**src/rtl/rob_pkg.sv**
```systemverilog
package rob_pkg;

  // Distance travelled around the ring going from from_idx to to_idx.
  function automatic int unsigned ring_dist(input int unsigned from_idx,
                                            input int unsigned to_idx,
                                            input int unsigned depth);
    return (to_idx + depth - from_idx) % depth;
  endfunction

  // Slot that follows idx in the ring.
  function automatic int unsigned next_slot(input int unsigned idx,
                                            input int unsigned depth);
    return (idx + 1) % depth;
  endfunction

  // True when slot was allocated after branch, with oldest as the ring origin.
  function automatic logic is_younger(input int unsigned slot,
                                      input int unsigned branch,
                                      input int unsigned oldest,
                                      input int unsigned depth);
    return ring_dist(oldest, slot, depth) > ring_dist(oldest, branch, depth);
  endfunction

endpackage

```
**src/rtl/rob_slot.sv**
```systemverilog
module rob_slot #(
  parameter int DEST_W = 5,
  parameter int DATA_W = 32
) (
  input  logic              clk,
  input  logic              rst_n,
  input  logic              alloc,
  input  logic [DEST_W-1:0] alloc_dest,
  input  logic              cdb_hit,
  input  logic [DATA_W-1:0] cdb_value,
  input  logic              br_done,
  input  logic              kill,
  input  logic              retire,
  output logic              valid,
  output logic              done,
  output logic [DEST_W-1:0] dest,
  output logic [DATA_W-1:0] value
);

  always_ff @(posedge clk) begin
    if (!rst_n) begin
      valid <= 1'b0;
      done  <= 1'b0;
      dest  <= '0;
      value <= '0;
    end else if (alloc) begin
      valid <= 1'b1;
      done  <= 1'b0;
      dest  <= alloc_dest;
      value <= '0;
    end else if (kill || retire) begin
      valid <= 1'b0;
      done  <= 1'b0;
    end else if (valid) begin
      if (cdb_hit) begin
        done  <= 1'b1;
        value <= cdb_value;
      end
      if (br_done) done <= 1'b1;
    end
  end

  // a finished flag only ever sits on a held slot
  a_r3_done_has_valid: assert property (@(posedge clk) disable iff (!rst_n)
    done |-> valid);

  // a killed slot is empty on the following cycle
  a_r6_kill_clears: assert property (@(posedge clk) disable iff (!rst_n)
    kill |=> !valid);

endmodule

```
**src/rtl/rob_ctrl.sv**
```systemverilog
module rob_ctrl #(
  parameter int DEPTH = 8,
  parameter int TAG_W = $clog2(DEPTH),
  parameter int CNT_W = $clog2(DEPTH + 1)
) (
  input  logic             clk,
  input  logic             rst_n,
  input  logic             alloc_fire,
  input  logic             retire_fire,
  input  logic             flush,
  input  logic [TAG_W-1:0] flush_tag,
  output logic [TAG_W-1:0] head,
  output logic [TAG_W-1:0] tail,
  output logic [CNT_W-1:0] count,
  output logic             full
);
  import rob_pkg::*;

  logic [TAG_W-1:0] head_next;
  logic [TAG_W-1:0] tail_next;
  logic [TAG_W-1:0] flush_tail;
  logic [CNT_W-1:0] keep_cnt;

  assign head_next  = TAG_W'(next_slot(32'(head), DEPTH));
  assign tail_next  = TAG_W'(next_slot(32'(tail), DEPTH));
  assign flush_tail = TAG_W'(next_slot(32'(flush_tag), DEPTH));
  assign keep_cnt   = CNT_W'(ring_dist(32'(head), 32'(flush_tag), DEPTH) + 1);
  assign full       = (count == CNT_W'(DEPTH));

  always_ff @(posedge clk) begin
    if (!rst_n) begin
      head  <= '0;
      tail  <= '0;
      count <= '0;
    end else begin
      if (retire_fire) head <= head_next;
      if (flush) begin
        tail  <= flush_tail;
        count <= keep_cnt - CNT_W'(retire_fire);
      end else begin
        if (alloc_fire) tail <= tail_next;
        count <= count + CNT_W'(alloc_fire) - CNT_W'(retire_fire);
      end
    end
  end

  // occupancy never exceeds the slot count
  a_r5_count_bound: assert property (@(posedge clk) disable iff (!rst_n)
    count <= CNT_W'(DEPTH));

  // nothing is allocated while every slot is held
  a_r5_no_alloc_full: assert property (@(posedge clk) disable iff (!rst_n)
    full |-> !alloc_fire);

  // a lone dispatch raises the occupancy by one
  a_r2_count_step: assert property (@(posedge clk) disable iff (!rst_n)
    (alloc_fire && !retire_fire && !flush) |=> count == $past(count) + CNT_W'(1));

endmodule

```
**src/rtl/rob_spec.sv**
```systemverilog
module rob_spec #(
  parameter int DEPTH  = 8,
  parameter int DEST_W = 5,
  parameter int DATA_W = 32,
  parameter int TAG_W  = $clog2(DEPTH),
  parameter int CNT_W  = $clog2(DEPTH + 1)
) (
  input  logic              clk,
  input  logic              rst_n,
  input  logic              disp_valid,
  input  logic [DEST_W-1:0] disp_dest,
  output logic              disp_ready,
  output logic [TAG_W-1:0]  disp_tag,
  output logic              full,
  output logic [CNT_W-1:0]  occupancy,
  input  logic              cdb_valid,
  input  logic [TAG_W-1:0]  cdb_tag,
  input  logic [DATA_W-1:0] cdb_value,
  input  logic              br_valid,
  input  logic [TAG_W-1:0]  br_tag,
  input  logic              br_mispred,
  output logic              restart,
  output logic              ret_valid,
  output logic [TAG_W-1:0]  ret_tag,
  output logic [DEST_W-1:0] ret_dest,
  output logic [DATA_W-1:0] ret_value
);
  import rob_pkg::*;

  logic [TAG_W-1:0]  head;
  logic [TAG_W-1:0]  tail;
  logic [DEPTH-1:0]  valid_vec;
  logic [DEPTH-1:0]  done_vec;
  logic [DEPTH-1:0]  alloc_vec;
  logic [DEPTH-1:0]  cdb_hit_vec;
  logic [DEPTH-1:0]  br_done_vec;
  logic [DEPTH-1:0]  kill_vec;
  logic [DEPTH-1:0]  retire_vec;
  logic [DEST_W-1:0] dest_arr  [DEPTH];
  logic [DATA_W-1:0] value_arr [DEPTH];

  // Named internal events
  logic flush;
  logic alloc_fire;
  logic retire_fire;

  assign flush       = br_valid && br_mispred && valid_vec[br_tag];
  assign disp_ready  = !full && !flush;
  assign alloc_fire  = disp_valid && disp_ready;
  assign retire_fire = valid_vec[head] && done_vec[head];

  assign disp_tag  = tail;
  assign restart   = flush;
  assign ret_valid = retire_fire;
  assign ret_tag   = head;
  assign ret_dest  = dest_arr[head];
  assign ret_value = value_arr[head];

  rob_ctrl #(
    .DEPTH (DEPTH),
    .TAG_W (TAG_W),
    .CNT_W (CNT_W)
  ) u_ctrl (
    .clk         (clk),
    .rst_n       (rst_n),
    .alloc_fire  (alloc_fire),
    .retire_fire (retire_fire),
    .flush       (flush),
    .flush_tag   (br_tag),
    .head        (head),
    .tail        (tail),
    .count       (occupancy),
    .full        (full)
  );

  for (genvar i = 0; i < DEPTH; i++) begin : g_slot
    assign alloc_vec[i]   = alloc_fire && (tail == TAG_W'(i));
    assign cdb_hit_vec[i] = cdb_valid && (cdb_tag == TAG_W'(i));
    assign br_done_vec[i] = br_valid && (br_tag == TAG_W'(i));
    assign retire_vec[i]  = retire_fire && (head == TAG_W'(i));
    assign kill_vec[i]    = flush && valid_vec[i] &&
                            is_younger(32'(i), 32'(br_tag), 32'(head), DEPTH);

    rob_slot #(
      .DEST_W (DEST_W),
      .DATA_W (DATA_W)
    ) u_slot (
      .clk        (clk),
      .rst_n      (rst_n),
      .alloc      (alloc_vec[i]),
      .alloc_dest (disp_dest),
      .cdb_hit    (cdb_hit_vec[i]),
      .cdb_value  (cdb_value),
      .br_done    (br_done_vec[i]),
      .kill       (kill_vec[i]),
      .retire     (retire_vec[i]),
      .valid      (valid_vec[i]),
      .done       (done_vec[i]),
      .dest       (dest_arr[i]),
      .value      (value_arr[i])
    );
  end

  // never more than one slot leaves per cycle
  a_r4_one_retire: assert property (@(posedge clk) disable iff (!rst_n)
    $onehot0(retire_vec));

  // retirement proceeds through consecutive tags
  a_r4_in_order: assert property (@(posedge clk) disable iff (!rst_n)
    ret_valid |=> ret_tag == TAG_W'(next_slot(32'($past(ret_tag)), DEPTH)));

  // every slot chosen for removal is gone next cycle
  a_r6_killed_gone: assert property (@(posedge clk) disable iff (!rst_n)
    flush |=> (valid_vec & $past(kill_vec)) == '0);

  // dispatch resumes just past the mispredicted branch
  a_r6_tail_after_branch: assert property (@(posedge clk) disable iff (!rst_n)
    flush |=> disp_tag == TAG_W'(next_slot(32'($past(br_tag)), DEPTH)));

  // nothing is allocated while a flush is under way
  a_r10_no_alloc_flush: assert property (@(posedge clk) disable iff (!rst_n)
    flush |-> alloc_vec == '0);

  // a broadcast to an empty slot finishes nothing
  a_r9_stray_cdb: assert property (@(posedge clk) disable iff (!rst_n)
    (cdb_valid && !valid_vec[cdb_tag] && !br_valid) |=>
      (done_vec & ~$past(done_vec)) == '0);

endmodule

```
**config.mk**
```make
export PLATFORM = sky130hd
export DESIGN_NAME = rob_spec
export DESIGN_NICKNAME = d
export VERILOG_FILES = /design/src/rtl/rob_pkg.sv /design/src/rtl/rob_slot.sv /design/src/rtl/rob_ctrl.sv /design/src/rtl/rob_spec.sv
export SDC_FILE = /design/constraint.sdc
export NUM_CORES = 1
export LEC_CHECK = 0
export BUFFER_PORTS_ARGS = -buffer_cell sky130_fd_sc_hd__buf_2
export CAP_MARGIN = 20
export CORE_UTILIZATION = 32
export DETAILED_ROUTE_END_ITERATION = 7
export PLACE_DENSITY_LB_ADDON = 0.08
export SYNTH_ARGS = -nofsm -noshare
export SYNTH_HDL_FRONTEND = slang
export SYNTH_SLANG_ARGS = --single-unit
```
**constraint.sdc**
```tcl
create_clock -name clk -period 3.4 [get_ports clk]
set_input_delay 0.51 -clock clk [delete_from_list [all_inputs] [get_ports clk]]
set_output_delay 0.51 -clock clk [all_outputs]
set_load 0.1 [all_outputs]
```
==> results.tsv, run 1 <==
stage	metric	value	unit
final_layout	final_layout_size_suffix_gt1_share	21.1	%
logic_synthesis	synth_edf_count	0	
grt	grt.busiest_layer	met2	
cts	numCtsBuffers	40	
placement	placed_cell_area	16800	um2
grt	grt_use_met1	25.7	%
final_layout	fin_nets	1672	
grt	grt_max_degree	82	
sta	setup_violations	0	
pwr	p_int	6720	uW
worst_setup_path	path_max_fanout	33	
die	die_h	219	um
sta	maxSlewViolCount	0	
final_layout	finalInstanceArea	18200	um2
final_layout	area_delta_synth_final	20.8	%
drt	wire_per_inst	20.3	um
sta	worst_pin_slew	0.778	ns
sta	rsz0062_at_grt	yes	
sta	fin_crit_sh	95.1	%
logic_synthesis	syn_inst	1520	
cts	h-tree-depth	2	
grt	gr-total-overflow	0	
placement	numPortBuffers	99	
pwr	pwr-share-comb	10.9	%
sta	period_needed	3.23	ns
grt	grt_antenna_before_repair	3	
die	die_width	219	um
logic_synthesis	syn_area_per_cell	9.90	um2
cts	clk_latency	0.55	ns
grt	grt_usage	19.4	%
outcome	status	finished, final reports clean	
worst_hold_path	hold_path_class	input pin to flip-flop	
cts	clockBufferDepth	3	
worst_setup_path	r2r_slack	0.26	ns
sta	max_slew_margin	48.1	%
logic_synthesis	yosysWarnings	0	
drt	antenna_left	0	
worst_setup_path	crit_end	ret_dest[0]	
pwr	power_frac_clock	46.7	%
run	max_cap_viol_count	0	
worst_setup_path	end_kind	primary output	
sta	fin_skew	0.0159	ns
sta	tns	0	ns
pwr	switching_power	2440	uW
drt	firstDrtPassIters	5	
cts	cts-root-buf	clkbuf_16	
die	die-area	47900	um2
die	num_rows	79	
cts	cts_setup_buffers	0	
placement	dp_cells	2162	
logic_synthesis	synth_top_area_share	42.8	%
worst_setup_path	cp.required	2.89	ns
sta	max_freq	309	MHz
drt	drt_wl_total	45300	um
grt	grt_util_met2	32.7	%
pwr	ir_worst_vdd	0.000339	V
cts	cts_tree	done	
drt	drt_iter0_markers	577	
drt	vias	11200	
logic_synthesis	synth_seq_cells	322	
grt	first_global_vias	11300	
drt	drc	0	
worst_setup_path	timing.rr.start	u_ctrl.head[0]$_SDFFE_PN0P_	
final_layout	multi_input_area	7960	um2
worst_setup_path	worstRegToRegCells	12	
logic_synthesis	synth_nets	1595	
logic_synthesis	synth_area	15000	um2
grt	grt_pass1_wl	70100	um
logic_synthesis	yosys-top-cells-count	dfxtp_1 (322), nor2_1 (273), mux2i_1 (258), nand2_1 (156), mux4_2 (78)	
cts	clock_sinks	322	
grt	use_met3	2.88	%
die	core	46500	um2
worst_setup_path	worstSetupStartpointType	flip-flop	
logic_synthesis	yosysTopAreaCell	dfxtp_1	
placement	gp_congestion	0.840	
worst_setup_path	startpoint	u_ctrl.head[0]$_SDFFE_PN0P_	
drt	viasPerCell	5.01	
pwr	p_leak	0.00786	uW
die	start_util	32.4	%
logic_synthesis	yosysMostFrequentCell	dfxtp_1	
sta	timing.final.hold_violations	0	
worst_setup_path	path_class	flip-flop to primary output	
worst_setup_path	worstPathArrival	2.72	ns
final_layout	seq_area	6460	um2
logic_synthesis	async_flop_share	0	%
cts	post_cts_resized	2	
pwr	seqPwrFrac	42.4	%
final_layout	final_cell_count_no_fill	2235	
logic_synthesis	yosysSeqAreaShare	42.8	%
placement	hpwl	28200	um
final_layout	fillers	4665	
die	ios	100	
worst_setup_path	r2r_end	g_slot[1].u_slot.value[15]$_SDFFE_PP0P_	
logic_synthesis	synthTopCellsByArea	dfxtp_1 (43%), mux2i_1 (17%), mux4_2 (12%)	
logic_synthesis	synth_cell_types	67	
pwr	power_density	504	nW/um2
pwr	swShare	26.6	%
cts	ctsHoldBuffers	0	
cts	clkTransAtPathRegs	0.06	ns
logic_synthesis	synth_ff_type	dfxtp_1	
## registers in the layout, summed over array words and instances (netlist names)
register	flops
g_slot.u_slot.dest	40
g_slot.u_slot.done	8
g_slot.u_slot.valid	8
g_slot.u_slot.value	256
u_ctrl.count	4
u_ctrl.head	3
u_ctrl.tail	3
## through the flow
stage	power [uW]	hold slack [ns]	utilization [%]	worst slack, ns
6_report	9150	0.314	39.1	0.166
2_1_floorplan	4640	0.438	-	0.00956
3_5_place_dp	4980	0.460	36.2	-0.110
5_1_grt	9540	0.305	39.1	-0.0116
4_1_cts	9330	0.283	39.1	0.0926
3_3_place_gp	4980	0.449	36.2	-0.112
## cell usage in the layout (no fill, tap or decap), types with 3 or more instances in the layout
| cell type | n |
|---|---|
| buf_4 | 49 |
| o21ai_0 | 53 |
| a31oi_1 | 4 |
| ha_1 | 24 |
| nand4_1 | 3 |
| nand2b_1 | 3 |
| clkbuf_16 | 41 |
| and3_1 | 6 |
| a41o_1 | 4 |
| clkinv_2 | 3 |
| nand2_1 | 148 |
| clkbuf_8 | 11 |
| nor2_1 | 272 |
| buf_2 | 80 |
| mux2i_1 | 258 |
| xnor2_1 | 4 |
| nand2_2 | 8 |
| inv_1 | 21 |
| a21oi_1 | 23 |
| nor3b_1 | 3 |
| nor2b_1 | 8 |
| buf_12 | 39 |
| nand3b_1 | 6 |
| nand3_1 | 57 |
| dfxtp_1 | 318 |
| nor3_1 | 8 |
| clkbuf_1 | 10 |
| and2_1 | 11 |
| mux4_2 | 78 |
| inv_6 | 3 |
## power by group through the flow
stage               sequential (uW)  clock (uW)  combinational (uW)
floorplan                      4080           0                 556
global placement               3960           0                1020
detailed placement             3960           0                1010
CTS                            3880        4430                1020
global route                   3880        4580                1070
finish                         3880        4280                 999
## critical path: stages, from the launching register on
cell	delay [ns]
dfxtp_4	0.38
buf_6	0.35
buf_6	0.42
mux4_2	0.55
nand2_1	0.08
nand2_1	0.05
buf_2	0.29
## worst min path at each step
stage / start / to / depth (start not counted)
after floorplan: g_slot[1].u_slot.dest[0]$_SDFFE_PN0P_ / g_slot[1].u_slot.dest[0]$_SDFFE_PN0P_ / 2
after global placement: g_slot[3].u_slot.dest[2]$_SDFFE_PN0P_ / g_slot[3].u_slot.dest[2]$_SDFFE_PN0P_ / 2
after detailed placement: g_slot[1].u_slot.dest[1]$_SDFFE_PN0P_ / g_slot[1].u_slot.dest[1]$_SDFFE_PN0P_ / 2
after CTS: cdb_value[18] / g_slot[1].u_slot.value[18]$_SDFFE_PP0P_ / 3
after global routing: cdb_value[0] / g_slot[6].u_slot.value[0]$_SDFFE_PP0P_ / 3
final: cdb_value[27] / g_slot[2].u_slot.value[27]$_SDFFE_PP0P_ / 3
## final cells by class
class                   instances  area share, %
multi-input cells            1038           43.8
clock buffers                  62           6.68
clock inverters                 9          0.613
flip-flops and latches        322           35.5
well taps                     607           4.18
diodes                          2         0.0275
repair buffers                170           8.65
inverters                      25          0.544
## per-layer routing
metal	vias up	wire (um)	share of wire, %
li1	5446	-	-
met1	5506	20700	46
met2	195	21800	48
met3	45	1940	4.3
met4	2	778	1.7
met5	-	13	0.029
## cell families (layout without fill, tap and decap cells)
kind of cell	count (synthesis)	count (layout)	synth area share, %
AOI/OAI and AO/OA	121	121	5.15
DFF	322	322	42.8
adders and majority gates	28	28	2.40
xor gates and xnor gates	8	8	0.615
and+or+nand+nor	543	543	15.1
buffers and inverters	160	266	4.84
other	0	2	0
muxes	338	338	29.1
(Power assumes the default switching activity.)
==> run 2: changes to the inputs <==
Settings changed: CELL_PAD_IN_SITES_DETAIL_PLACEMENT set to 0, CELL_PAD_IN_SITES_GLOBAL_PLACEMENT set to 1, SKIP_LAST_GASP set to 1.
==> run 2 against run 1 <==
  * Via count shrank 0.29%
  * Sequential share of layout area is essentially flat
  * Clock power is essentially flat
  * Sequential power is essentially flat
  * Highest routed layer is now met4
  * Combinational power is essentially flat
  * Register-to-register slack is essentially flat
  * Largest cell class unchanged
  * Global-route usage grew 0.067 points
  * Clock skew grew 0.00095 ns
  * Cell count shrank 0.22%
  * Design area is essentially flat
==> results.tsv, run 2 (synthesis gave the netlist of run 1 again) <==
stage	metric	value	unit	change
final_layout	final_cell_count_no_fill	2230		was 2235
grt	gr-total-overflow	0		unchanged
final_layout	final_util	39.1	%	about the same
run	max_cap_viol_count	0		unchanged
placement	gp_congestion	0.799		was 0.840
pwr	ir_worst_vdd	0.000306	V	was 0.000339 V
cts	h-tree-depth	2		unchanged
drt	dr_wl_met3	1840	um	was 1940 um
drt	drc	0		unchanged
sta	rsz0062_at_grt	no		was yes
grt	grt_pass1_wl	69900	um	was 70100 um
worst_setup_path	cp_slowest_cell	mux4_2		unchanged
worst_setup_path	cp_num_buf_inv	2		was 3
cts	clockBufferDepth	3		unchanged
die	die-area	47900	um2	unchanged
cts	clock_sinks	322		unchanged
die	core	46500	um2	unchanged
final_layout	final_common_cell	dfxtp_1		unchanged
sta	maxSlewViolCount	0		unchanged
die	ios	100		unchanged
grt	grt_antenna_before_repair	0		was 3
drt	viasPerCell	5.01		about the same
sta	max_slew_margin	49.0	%	was 48.1%
sta	worst_pin_slew	0.764	ns	was 0.778 ns
drt	wl_met2	20900	um	was 21800 um
grt	grt_usage	19.4	%	about the same
sta	fin_crit_sh	94.4	%	was 95.1%
worst_setup_path	end_kind	primary output		unchanged
cts	cts_setup_buffers	0		unchanged
worst_hold_path	hold_path_class	input pin to flip-flop		unchanged
cts	cts_tree	done		unchanged
final_layout	largest_register_ffs	256		unchanged
pwr	p_leak	0.00786	uW	about the same
die	start_util	32.4	%	unchanged
drt	vias	11200		about the same
final_layout	area_delta_synth_final	20.7	%	was 20.8%
die	die_width	219	um	unchanged
final_layout	final_cell_mix	dfxtp_1 (318), nor2_1 (272), mux2i_1 (258)		unchanged
drt	drt_wl_total	45500	um	was 45300 um
sta	period_needed	3.21	ns	was 3.23 ns
sta	setup_violations	0		unchanged
cts	clkTransAtPathRegs	0.06	ns	about the same
outcome	status	finished, final reports clean		unchanged
worst_setup_path	cp.required	2.89	ns	about the same
cts	numCtsBuffers	40		unchanged
final_layout	regMostFlops	g_slot.u_slot.value		unchanged
drt	antenna_left	0		unchanged
die	num_rows	79		unchanged
cts	ctsHoldBuffers	0		unchanged
worst_setup_path	path_max_fanout	81		was 33
grt	grt_max_degree	82		unchanged
placement	dp_cells	2157		was 2162
placement	hpwl	27800	um	was 28200 um
worst_setup_path	critical_path.top_delay_family	buffers and inverters		unchanged
die	die_h	219	um	unchanged
drt	firstDrtPassIters	4		was 5
cts	clk_latency	0.55	ns	about the same
cts	cts-root-buf	clkbuf_16		unchanged
placement	numPortBuffers	99		unchanged
drt	drt_iter0_markers	644		was 577
final_layout	final_layout_size_suffix_gt1_share	21.1	%	about the same
grt	first_global_vias	11300		about the same
worst_setup_path	worstSetupStartpointType	flip-flop		unchanged
drt	top_layer	met4		was met5
worst_setup_path	crit_chain	buf_12, mux4_2, nand2_1, nand2_1, buf_2		was buf_6, buf_6, mux4_2, nand2_1, nand2_1, buf_2
worst_setup_path	path_class	flip-flop to primary output		unchanged
worst_setup_path	cp_slowest_stage_delay	0.59	ns	was 0.55 ns
final_layout	reg_top3	g_slot.u_slot.value x256, g_slot.u_slot.dest x40		unchanged
sta	fin_skew	0.0168	ns	was 0.0159 ns
sta	max_freq	312	MHz	was 309 MHz
drt	wire_per_inst	20.4	um	was 20.3 um
worst_setup_path	crit_path_frequent_cell	nand2_1		
worst_setup_path	worstPathArrival	2.70	ns	was 2.72 ns
pwr	power_density	504	nW/um2	about the same
drt	wl_met1	21700	um	was 20700 um
final_layout	fin_nets	1667		was 1672
sta	timing.final.hold_violations	0		unchanged
==> run 2: layer usage <==
| layer | GRT usage, % | vias up |
|---|---|---|
| met3 | 3.02 | 59 |
| met4 | 6.18 | 0 |
| li1 | - | 5433 |
| met2 | 31.1 | 188 |
| met5 | 0 | - |
| met1 | 26.8 | 5482 |
==> run 2: worst paths after layout <==
| check | from | end | slack, ns | depth (start not counted) |
|---|---|---|---|---|
| worst min-delay path | cdb_value[11] | g_slot[6].u_slot.value[11]$_SDFFE_PP0P_ | 0.32 | 3 |
| worst max register to register | u_ctrl.head[0]$_SDFFE_PN0P_ | g_slot[0].u_slot.value[24]$_SDFFE_PP0P_ | 0.26 | 13 |
| worst min register to register | g_slot[1].u_slot.dest[3]$_SDFFE_PN0P_ | g_slot[1].u_slot.dest[3]$_SDFFE_PN0P_ | 0.47 | 2 |
| worst max-delay path | u_ctrl.head[1]$_SDFFE_PN0P_ | ret_value[15] | 0.19 | 5 |
==> run 2: per-stage QoR <==
step	TNS (ns)	hold WS, ns	total power, uW	area (um2)	worst slack [ns]
after floorplan	0	0.438	4640	15100	0.00956
after global placement	-4.10	0.450	4980	16800	-0.0961
after detailed placement	-5.41	0.460	4980	16800	-0.0998
after CTS	0	0.287	9320	18200	0.123
after global routing	0	0.318	9520	18200	0.0610
final	0	0.317	9160	18200	0.192
==> run 2: where the power goes <==
part | leakage, uW | internal (uW) | switching [uW]
Clock | 0.000666 | 2620 | 1660
Sequential | 0.00260 | 3830 | 52.0
Combinational | 0.00460 | 279 | 727
==> run 2: cell type report <==
type / count / area [um2]
inverter: 25 / 98.8
timing repair buffer: 165 / 1560
fill: 4662 / 28300
clock buffer: 59 / 1210
multi-input combinational: 1038 / 7950
tap: 607 / 759
sequential: 322 / 6460
antenna: 1 / 2.50
clock inverter: 13 / 118
==> run 2: timing repair <==
| item | CTS | global route |
|---|---|---|
| resized for setup | 0 | 1 |
| setup endpoints to repair | 0 | 24 |
| endpoints found under the hold margin | 0 | 0 |
==> run 2: tightest hold or removal path, stage by stage <==
cell	delay [ns]
buf_2	0.17
mux2i_1	0.09
nor2_1	0.07
